===== config.mk =====
export PLATFORM = sky130hd
export DESIGN_NAME = prng_pair_gen
export DESIGN_NICKNAME = d
export VERILOG_FILES = /design/src/rtl/prng_pkg.sv /design/src/rtl/prng_step.sv /design/src/rtl/prng_ctrl.sv /design/src/rtl/prng_datapath.sv /design/src/rtl/prng_pair_gen.sv
export SDC_FILE = /design/constraint.sdc
export NUM_CORES = 1
export LEC_CHECK = 0
export ABC_AREA = 1
export BUFFER_PORTS_ARGS = -buffer_cell sky130_fd_sc_hd__buf_4
export CAP_MARGIN = 20
export CORE_MARGIN = 2
export CORE_UTILIZATION = 45
export CTS_BUF_LIST = sky130_fd_sc_hd__clkbuf_2 sky130_fd_sc_hd__clkbuf_4 sky130_fd_sc_hd__clkbuf_8
export CTS_CLUSTER_DIAMETER = 200
export DETAILED_ROUTE_END_ITERATION = 6
export PLACE_DENSITY = 0.74
export SETUP_SLACK_MARGIN = 0.05
export SYNTH_ARGS = -nofsm -noshare
export SYNTH_HDL_FRONTEND = slang
export SYNTH_SLANG_ARGS = --single-unit

===== constraint.sdc =====
create_clock -name clk -period 4.1 [get_ports clk]
set_input_delay 0.82 -clock clk [delete_from_list [all_inputs] [get_ports clk]]
set_output_delay 0.82 -clock clk [all_outputs]
set_load 0.02 [all_outputs]

===== src/rtl/prng_pkg.sv =====
package prng_pkg;

  localparam int unsigned HALF_W   = 16;
  localparam int unsigned STATE_W  = 2 * HALF_W;
  localparam int unsigned STEPS    = 2;
  localparam int unsigned WORD_W   = STEPS * HALF_W;

  localparam int unsigned ROT_A    = 13;
  localparam int unsigned SHIFT_B  = 5;
  localparam int unsigned ROT_C    = 10;
  localparam int unsigned ROT_OUT  = 9;

  localparam logic [STATE_W-1:0] DEFAULT_SEED = 32'h0000_0001;
  localparam logic [STATE_W-1:0] ZERO_SUB     = 32'hB5AD_4ECE;

  typedef struct packed {
    logic loadSeed;
    logic advance;
  } ctrlStrobes_t;

endpackage


===== src/rtl/prng_step.sv =====
module prng_step #(
  parameter int unsigned HALF_W  = 16,
  parameter int unsigned ROT_A   = 13,
  parameter int unsigned SHIFT_B = 5,
  parameter int unsigned ROT_C   = 10,
  parameter int unsigned ROT_OUT = 9
) (
  input  logic [2*HALF_W-1:0] stateIn,
  output logic [2*HALF_W-1:0] stateOut,
  output logic [HALF_W-1:0]   outWord
);

  function automatic logic [HALF_W-1:0] rotl(input logic [HALF_W-1:0] v,
                                             input int unsigned n);
    return (v << n) | (v >> (HALF_W - n));
  endfunction

  logic [HALF_W-1:0] lowHalf;
  logic [HALF_W-1:0] highHalf;
  logic [HALF_W-1:0] mixT;
  logic [HALF_W-1:0] sumHalves;
  logic [HALF_W-1:0] newLow;
  logic [HALF_W-1:0] newHigh;

  assign lowHalf  = stateIn[HALF_W-1:0];
  assign highHalf = stateIn[2*HALF_W-1:HALF_W];

  // scrambler: output is taken from the state before the update
  always_comb begin
    sumHalves = lowHalf + highHalf;
    outWord   = rotl(sumHalves, ROT_OUT) + lowHalf;
  end

  // engine update
  always_comb begin
    mixT    = highHalf ^ lowHalf;
    newLow  = rotl(lowHalf, ROT_A) ^ mixT ^ (mixT << SHIFT_B);
    newHigh = rotl(mixT, ROT_C);
  end

  assign stateOut = {newHigh, newLow};

endmodule


===== src/rtl/prng_ctrl.sv =====
module prng_ctrl
  import prng_pkg::*;
(
  input  logic         clk,
  input  logic         rst,
  input  logic         seedLoad,
  input  logic         reqStrobe,
  output ctrlStrobes_t strobes,
  output logic         randValid
);

  logic validQ;

  // a load always wins over a request arriving in the same cycle
  always_comb begin
    strobes.loadSeed = seedLoad;
    strobes.advance  = reqStrobe & ~seedLoad;
  end

  always_ff @(posedge clk) begin
    if (rst) validQ <= 1'b0;
    else     validQ <= strobes.advance;
  end

  assign randValid = validQ;

endmodule


===== src/rtl/prng_datapath.sv =====
module prng_datapath
  import prng_pkg::*;
(
  input  logic                 clk,
  input  logic                 rst,
  input  ctrlStrobes_t         strobes,
  input  logic [STATE_W-1:0]   seedValue,
  output logic [WORD_W-1:0]    randWord
);

  logic [STATE_W-1:0] stateQ;
  logic [WORD_W-1:0]  resultQ;
  logic [STATE_W-1:0] stageState [0:STEPS];
  logic [WORD_W-1:0]  resultNext;
  logic [STATE_W-1:0] seedSafe;

  assign stageState[0] = stateQ;

  // chain of engine steps, all resolved within one cycle
  for (genvar k = 0; k < STEPS; k++) begin : g_step
    prng_step #(
      .HALF_W (HALF_W),
      .ROT_A  (ROT_A),
      .SHIFT_B(SHIFT_B),
      .ROT_C  (ROT_C),
      .ROT_OUT(ROT_OUT)
    ) u_step (
      .stateIn (stageState[k]),
      .stateOut(stageState[k+1]),
      .outWord (resultNext[k*HALF_W +: HALF_W])
    );
  end

  // an all-zero seed would freeze the engine
  assign seedSafe = (seedValue == '0) ? ZERO_SUB : seedValue;

  always_ff @(posedge clk) begin
    if (rst) begin
      stateQ  <= DEFAULT_SEED;
      resultQ <= '0;
    end else if (strobes.loadSeed) begin
      stateQ  <= seedSafe;
    end else if (strobes.advance) begin
      stateQ  <= stageState[STEPS];
      resultQ <= resultNext;
    end
  end

  assign randWord = resultQ;

endmodule


===== src/rtl/prng_pair_gen.sv =====
module prng_pair_gen
  import prng_pkg::*;
(
  input  logic        clk,
  input  logic        rst,
  input  logic        seedLoad,
  input  logic [31:0] seedValue,
  input  logic        reqStrobe,
  output logic [31:0] randWord,
  output logic        randValid
);

  ctrlStrobes_t strobes;

  prng_ctrl u_ctrl (
    .clk      (clk),
    .rst      (rst),
    .seedLoad (seedLoad),
    .reqStrobe(reqStrobe),
    .strobes  (strobes),
    .randValid(randValid)
  );

  prng_datapath u_dp (
    .clk      (clk),
    .rst      (rst),
    .strobes  (strobes),
    .seedValue(seedValue),
    .randWord (randWord)
  );

endmodule


* After elaboration in Yosys (flattened, before gate mapping) *
Index checks and enable logic that the tools add are counted.
Widths: inputs -> output; s select.

storage, ports and cells
  flip-flop bits (word level) = 65
  input bits = 36
  output and inout bits = 33
  logic and storage cells = 27

cells by class
  add/sub/neg operators = 4
  mux-type cells = 3
  bitwise operators = 14
  reduce and logical (&&, ||, !) cells = 3

operators with widths
  cell               count
  $mux 32            3
  $xor 16x16->16     6
  $add 16x16->16     4
  $logic_not 32->1   1
  $or 16x10->16      2
  $or 16x13->16      2
  $or 16x9->16       2
  $reduce_and 2->1   1
  $reduce_bool 2->1  1
  $and 1x1->1        1
  $not 1->1          1

* Depth between registers and ports, before layout *
Gate-level depths: netlist of run 1.

  depth in word-level cells = 8
  depth in mapped cells = 30
  gate-level depth less buffers = 28

* Modules after synthesis *
From an unflattened synthesis of run 1, not the netlist that was laid out.

second synthesis, totals
  cell total of the unflattened synthesis = 1191
  area, all modules = 7130.6 µm²

modules (own cells, without submodules)
  module                             times used  cells an instance  area each (µm²)
  prng_datapath                      1           387                2717.6
  prng_step (u_dp.g_step[0].u_step)  1           405                2188.3
  prng_step (u_dp.g_step[1].u_step)  1           393                2177.1
  prng_ctrl                          1           6                  47.5

* Worst setup path after synthesis of run 1 *
OpenSTA, ideal clock, no wires.

  path type = reg-to-reg
  from = reg u_dp.stateQ[10]
  to = reg u_dp.resultQ[25] (netlist: u_dp.randWord[25])
  library setup time = 109 ps
  data arrival time = 3493 ps
  data required time = 3991 ps
  setup slack = 498 ps
  stages on the path, launching flop included = 29
  buffers on the path = 2
  clock period less this slack = 3602 ps
  cell sequence = dfxtp_1 -> ha_1 -> buf_2 -> xnor2_1 -> xor2_1 -> inv_1 -> ha_1 -> buf_2 -> inv_2 -> o21ai_0 -> a21oi_1 -> nand3_1 -> nand2_1 -> inv_1 -> nor2_1 -> nand2_1 -> nand2_1 -> inv_1 -> ha_1 -> nand2_1 -> inv_1 -> a21oi_1 -> nand2_1 -> nand2_1 -> nand2_1 -> xnor2_1 -> nand2_1 -> nand2_1 -> inv_1

between the ends
  cells in the longest elaborated chain, start to end = 6
  elaborated cells between the ends (all ways) = 8

ends and longest elaborated chain
  what                                                    line                              text
  start: declaration                                      prng_datapath.sv:11               logic [STATE_W-1:0] stateQ;
  start signal: assignment                                prng_datapath.sv:42               stateQ <= seedSafe;
  start signal: assignment                                prng_datapath.sv:44               stateQ <= stageState[STEPS];
  $or 16x13->16 / $xor 16x16->16 (equally long branches)  prng_step.sv:15, prng_step.sv:36
  $xor 16x16->16 (2 in a row)                             prng_step.sv:37                   newLow = rotl(lowHalf, ROT_A) ^ mixT ^ (mixT << SHIFT_B);
  $add 16x16->16                                          prng_step.sv:30                   sumHalves = lowHalf + highHalf;
  $or 16x9->16                                            prng_step.sv:15                   return (v << n) | (v >> (HALF_W - n));
  $add 16x16->16 (*)                                      prng_step.sv:31                   outWord = rotl(sumHalves, ROT_OUT) + lowHalf;
  end signal: assignment                                  prng_datapath.sv:45               resultQ <= resultNext;
  end: declaration                                        prng_datapath.sv:12               logic [WORD_W-1:0] resultQ;

Mark *: on every way between the ends. The rest lies on a longest branch, timed or not.
A chain may end at the register's enable or synchronous reset.

* Final worst setup path of run 1 *
  from = reg u_dp.stateQ[22]
  to = reg u_dp.resultQ[25] (netlist: u_dp.randWord[25])

between the ends
  cells in the longest elaborated chain, start to end = 6
  elaborated cells between the ends (all ways) = 7

ends and longest elaborated chain
  what                         line             text
  $xor 16x16->16 (*)           prng_step.sv:36  mixT = highHalf ^ lowHalf;
  $xor 16x16->16 (2 in a row)  prng_step.sv:37
  $add 16x16->16               prng_step.sv:30
  $or 16x9->16                 prng_step.sv:15
  $add 16x16->16 (*)           prng_step.sv:31

Marked as above.

==> results of run 1 <==
-- stage by stage --
| stage | instance area, sq um | utilization, % | hold WS [ns] |
|---|---|---|---|
| global route | 8040 | 55.5 | 0.527 |
| finish | 8040 | 55.5 | 0.503 |
| floorplan | 6650 | - | 0.468 |
| CTS | 7900 | 54.6 | 0.500 |
| global placement | 7680 | 53.1 | 0.477 |
| detailed placement | 7680 | 53.1 | 0.483 |
-- flip-flops by register name, indices dropped and copies added (netlist names) --
signal,count
u_dp.randWord,32
u_ctrl.randValid,1
u_dp.stateQ,32
-- critical path, stage by stage (launching register included) --
cell and delay [ns]:
dfxtp_1 0.35, ha_1 0.35, xor2_2 0.19, xor2_1 0.20, inv_1 0.17, ha_4 0.29
a21oi_1 0.17, o21ai_2 0.09, a21oi_1 0.28, nor2_1 0.07, nor2_1 0.14, xnor2_1 0.19
ha_1 0.33, a21oi_1 0.14, nand2_1 0.14, nand2_1 0.09, nand2_1 0.10, nand2_1 0.08
nand2_1 0.06, xnor2_1 0.13, nand2_1 0.06, nand2_1 0.09, inv_1 0.03
-- placed cells by master, fill, tap and decap left out, drive strengths merged --
cell    count
a31oi      14
ha         59
or2         5
a21o        3
nor3       10
xnor2      27
o22ai       1
fa          4
buf       135
clkbuf     12
nand3      74
nand3b      5
a22oi       1
xor2       49
nor2      132
inv       139
dfxtp      65
bufinv      2
nand2     265
clkinv      2
nand4       9
and2        2
o21bai      4
a21oi      77
o211ai      5
o21ai      81
-- Yosys cell counts (3+ instances only) --
master    number
o21ai_0       76
nand4_1        8
a31oi_1       14
ha_1          59
clkbuf_1      17
nand2_2        4
fa_1           4
o21bai_1       4
xor2_1        49
nor2_2         3
nand2_4        4
nand2_1      257
nand3b_1       5
buf_2         19
nand3_1       70
inv_2          6
a21o_1         3
xnor2_1       27
dfxtp_1       65
nor2_1       128
inv_1        133
a21oi_1       75
o211ai_1       5
or2_2          3
o21ai_1        5
nor3_1        10
-- cells by family after synthesis --
group / after synthesis / synth area share (%)
AO/OA/AOI/OAI: 186 / 14.9
XOR/XNOR: 76 / 10.0
adder cells (fa/ha/maj): 63 / 12.3
buffers and inverters: 182 / 11.0
flip-flops: 65 / 19.6
AND/OR/NAND/NOR: 502 / 32.3
-- layer usage --
layer	wire (microns)	global-route usage, %	up-vias
met5	0	0	-
met4	860	10.1	0
met3	2110	6.12	56
met2	9920	45.1	369
met1	10200	39.7	3240
li1	-	-	3645
-- final timing paths --
| kind | slack (ns) | depth (start not counted) | startpoint | endpoint |
|---|---|---|---|---|
| max | 0.27 | 22 | u_dp.stateQ[22]$_SDFFE_PP0P_ | u_dp.randWord[25]$_SDFFE_PP0P_ |
| min | 0.50 | 2 | u_dp.stateQ[26]$_SDFFE_PP0P_ | u_dp.stateQ[26]$_SDFFE_PP0P_ |
| max reg2reg | 0.27 | 22 | u_dp.stateQ[22]$_SDFFE_PP0P_ | u_dp.randWord[25]$_SDFFE_PP0P_ |
| min reg2reg | 0.50 | 2 | u_dp.stateQ[26]$_SDFFE_PP0P_ | u_dp.stateQ[26]$_SDFFE_PP0P_ |
-- cell type report --
| class | instances | area [sq um] |
|---|---|---|
| Timing Repair Buffer | 135 | 1010 |
| Inverter | 140 | 526 |
| Tap cell | 184 | 230 |
| Sequential cell | 65 | 1300 |
| Fill cell | 1453 | 6440 |
| Clock buffer | 12 | 153 |
| Multi-Input combinational cell | 827 | 4750 |
| Clock inverter | 3 | 65.1 |
-- timing repair --
action                                  in CTS  in global routing
hold endpoints to repair                     0                  0
hold buffers                                 0                  0
pin swaps                                    0                  3
cloned                                       0                  0
buffers inserted                             0                  2
resized for setup                            2                 24
endpoints found under the setup margin       3                 13
==> reports/results.ini, run 1 <==
[status]
status=completed

[cts]
root_buffer=clkbuf_8
numClockSinks=65
clockBufferDepth=2
h-tree-depth=3
cts_tree=built
cts_buffers=9
clkLatencyLatePin_ns=0.39
clk_pin_slew_worst_paths_ns=0.08

[routing]
vias=7310
drtIter0Drc=815
drtAntennaViolNets=0
vias_per_cell=5.35
drc=0
wl_per_cell_microns=16.9
drtPass1Iterations=5
finalWirelength_microns=23100

[synth]
synth.area.top_cells=dfxtp_1, nand2_1, ha_1
syn_nets=1173
ys_ff_latch=65
ys_warn_count=0
synth_top_area_share_pct=19.6
netlist_area_sq_um=6650
yosysSeqAreaShare_pct=19.6
async_reset_ff_share_pct=0
ys_types=41
synth_edf_count=0
syn_inst=1074
synth_largest_area_cell=dfxtp_1
synthFlopType=dfxtp_1
syn_area_per_cell_sq_um=6.19

[timing]
timing.fmax_mhz=261
setup_viol=0
rsz0062_at_grt=false
tightest_slew_ns=0.889
fin_setup_tns_ns=0
finalHoldViolations=0
setup_slack_ns=0.267
max_slew_margin_pct=40.7
min_period_over_period_pct=93.5
slew_violations=0
fin_skew_ns=0.0233
finalCriticalPeriod_ns=3.83

[worst_setup_path]
critPathMaxFanout=5
endpoint_kind=flip-flop
crit_required_ns=4.38
arrival_ns=4.11
start_kind=flip-flop
path_class=flip-flop to flip-flop

[grt]
grt_max_degree=41
grtUsageTotal_pct=29.0
grt_pass1_vias=6519
overflow=0
grt_pass1_wl_microns=35500
antenna_found_initial=0

[job]
cap_violations=0

[final_layout]
syn_to_final_growth_pct=20.8
layout-drive-gt1-share_pct=17.0
finalNonFillerCells=1366
nNetsFinal=1277
antenna_cells=0

[placed_design]
place.gp.congestion=1.03
io_buffers=68
dp_hpwl_microns=18600
dp_cells=1349
place_ws_ns=-0.00473

[floorplanning]
die_y_microns=126
ioPinCount=69
die_area_sq_um=15800
start_util_pct=45.9
rows=44
fp.coreArea_sq_um=14500
die_w_microns=126

[worst_hold_path]
hold_path.class=flip-flop to flip-flop

Power of run 1 is not shown: default switching activity piles up to over one toggle a cycle in this logic, so the estimate is an artifact.
==> run 2, diff against run 1 <==
Settings changed: SETUP_SLACK_MARGIN 0.05 to 0.4.
==> run 2 against run 1 <==
  * Sequential share of layout area decreased by 0.69 points
  * Clock skew increased by 0.0015 ns
  * Register-to-register slack improved by 0.16 ns
  * Non-clock buffer count increased by 16
  * Count of clock-buffer cells in the layout unchanged
  * Flip-flop and latch count unchanged
  * Critical path type unchanged
  * Critical endpoint unchanged
  * Highest routed layer unchanged
==> reports/results.ini, run 2 (synthesized netlist as in run 1, its figures left out) <==
[status]
status=completed

[cts]
h-tree-depth=3
cts_hold_buf=0
cts_buffers=9
cts_tree=built
root_buffer=clkbuf_8
clk_pin_slew_worst_paths_ns=0.08
clkLatencyLatePin_ns=0.39
clockBufferDepth=2
numClockSinks=65

[timing]
fin_setup_tns_ns=0
finalCriticalPeriod_ns=3.68
rsz0062_at_grt=true
setup_viol=0
min_period_over_period_pct=89.6
max_slew_margin_pct=42.1
finalHoldViolations=0
fin_skew_ns=0.0248
hold_slack_ns=0.506
timing.fmax_mhz=272
slew_violations=0
tightest_slew_ns=0.868

[final_layout]
finalNonFillerCells=1382
fill_cells=1384
syn_to_final_growth_pct=27.6
nNetsFinal=1293
layout_commonest_cell=nand2_1
layout_common_cells=nand2_1, buf_4, inv_1, nor2_1, o21ai_0
layout-drive-gt1-share_pct=23.2
antenna_cells=0
design_area_sq_um=8490

[worst_setup_path]
cp_slowest_cell=dfxtp_4
slowest_delay_ns=0.36
crit_required_ns=4.38
startpoint=u_dp.stateQ[0]$_SDFFE_PP1P_
critPathMaxFanout=6
arrival_ns=3.95
path_cells=ha_4 > xor2_2 > xor2_1 > inv_2 > ha_4 > nand2_4 > o21ai_2 > buf_4 > a21oi_4 > nor2_1 > nor2_1 > xnor2_1 > ha_1 > a21oi_2 > nand2_2 > nand2_2 > nand2_4 > nand2_1 > nand2_1 > xnor2_1 > nand2_1 > nand2_1 > inv_1
r2r_end=u_dp.randWord[25]$_SDFFE_PP0P_
rrSetupSlack_ns=0.42
rr_startpoint=u_dp.stateQ[0]$_SDFFE_PP1P_
start_kind=flip-flop
worstRegToRegCells=23
endpoint_kind=flip-flop
path_class=flip-flop to flip-flop
path_common_cell=nand2_1
crit_end=u_dp.randWord[25]$_SDFFE_PP0P_

[placed_design]
io_buffers=68
place.gp.congestion=1.03
post_dp_cell_area_sq_um=7680
dp_hpwl_microns=18600
dp_cells=1349

[routing]
finalWirelength_microns=24000
vias=7476
drtAntennaViolNets=0
drc=0
drtPass1Iterations=6
vias_per_cell=5.41
drtIter0Drc=900
wl_per_cell_microns=17.3

[floorplanning]
die_w_microns=126
fp.coreArea_sq_um=14500
ioPinCount=69
rows=44
start_util_pct=45.9
die_area_sq_um=15800
die_y_microns=126

[grt]
grt_pass1_wl_microns=35800
grt_pass1_vias=6560
grtUsageTotal_pct=29.2
antenna_found_initial=0
grt_max_degree=41
overflow=0

[worst_hold_path]
hold_path.class=flip-flop to flip-flop
min_path_cells=2

[job]
cap_violations=0

-- run 2: cell count changes in the layout (fill, tap and decap cells not counted), moves of 7 or more --
cell / before / now
buf_4: 135 / 150
a21oi_1: 73 / 63
ha_1: 52 / 38
nand2_2: 4 / 11
ha_4: 5 / 17
nand2_1: 257 / 248
a21oi_2: 4 / 13
dfxtp_1: 63 / 55
-- run 2: layout make-up --
cell class	instances	area (sq um)	area share, %
multi-input combinational	827	5050	59.5
timing repair buffer	151	1150	13.5
inverter	140	526	6.19
clock buffer	12	153	1.80
clock inverter	3	65.1	0.766
tap	184	230	2.71
sequential	65	1320	15.5
-- run 2: worst min path at each step --
stage	slack, ns	endpoint	startpoint
after floorplan	0.47	u_dp.stateQ[29]$_SDFFE_PP0P_	u_dp.stateQ[29]$_SDFFE_PP0P_
after global placement	0.48	u_dp.stateQ[25]$_SDFFE_PP0P_	u_dp.stateQ[25]$_SDFFE_PP0P_
after detailed placement	0.48	u_dp.stateQ[25]$_SDFFE_PP0P_	u_dp.stateQ[25]$_SDFFE_PP0P_
after CTS	0.50	u_dp.stateQ[26]$_SDFFE_PP0P_	u_dp.stateQ[26]$_SDFFE_PP0P_
after global routing	0.54	u_dp.stateQ[0]$_SDFFE_PP1P_	u_dp.stateQ[0]$_SDFFE_PP1P_
final	0.51	u_dp.stateQ[28]$_SDFFE_PP0P_	u_dp.stateQ[28]$_SDFFE_PP0P_
-- run 2: critical path, delay by kind of cell (launching register included) --
| family | cells | cell delay, ns |
|---|---|---|
| compound gates | 3 | 0.37 |
| xor+xnor | 4 | 0.79 |
| fa+ha+maj | 3 | 0.97 |
| buf+inv | 3 | 0.27 |
| flops | 1 | 0.36 |
| simple gates | 10 | 0.78 |
-- run 2: metal layers --
layer  routed length (microns)  global-route usage, %  vias to the layer above
met5                         0                      0                        -
met4                      1050                   11.8                        0
met3                      2070                   5.82                       75
met2                     10400                   44.8                      367
met1                     10500                   40.1                     3349
li1                          -                      -                     3685
-- run 2: through the flow --
step	setup slack (ns)	utilization (%)
final	0.425	58.6
after global routing	0.295	58.6
after CTS	0.400	55.2
after detailed placement	-0.00473	53.1
after global placement	0.0464	53.1
after floorplan	0.498	-
-- run 2: what timing repair did --
action,in CTS,in global routing
endpoints found under the setup margin,14,14
resized for setup,17,85
setup buffers,1,17
pin swaps,1,39
Power of run 2 is left out for the same reason.
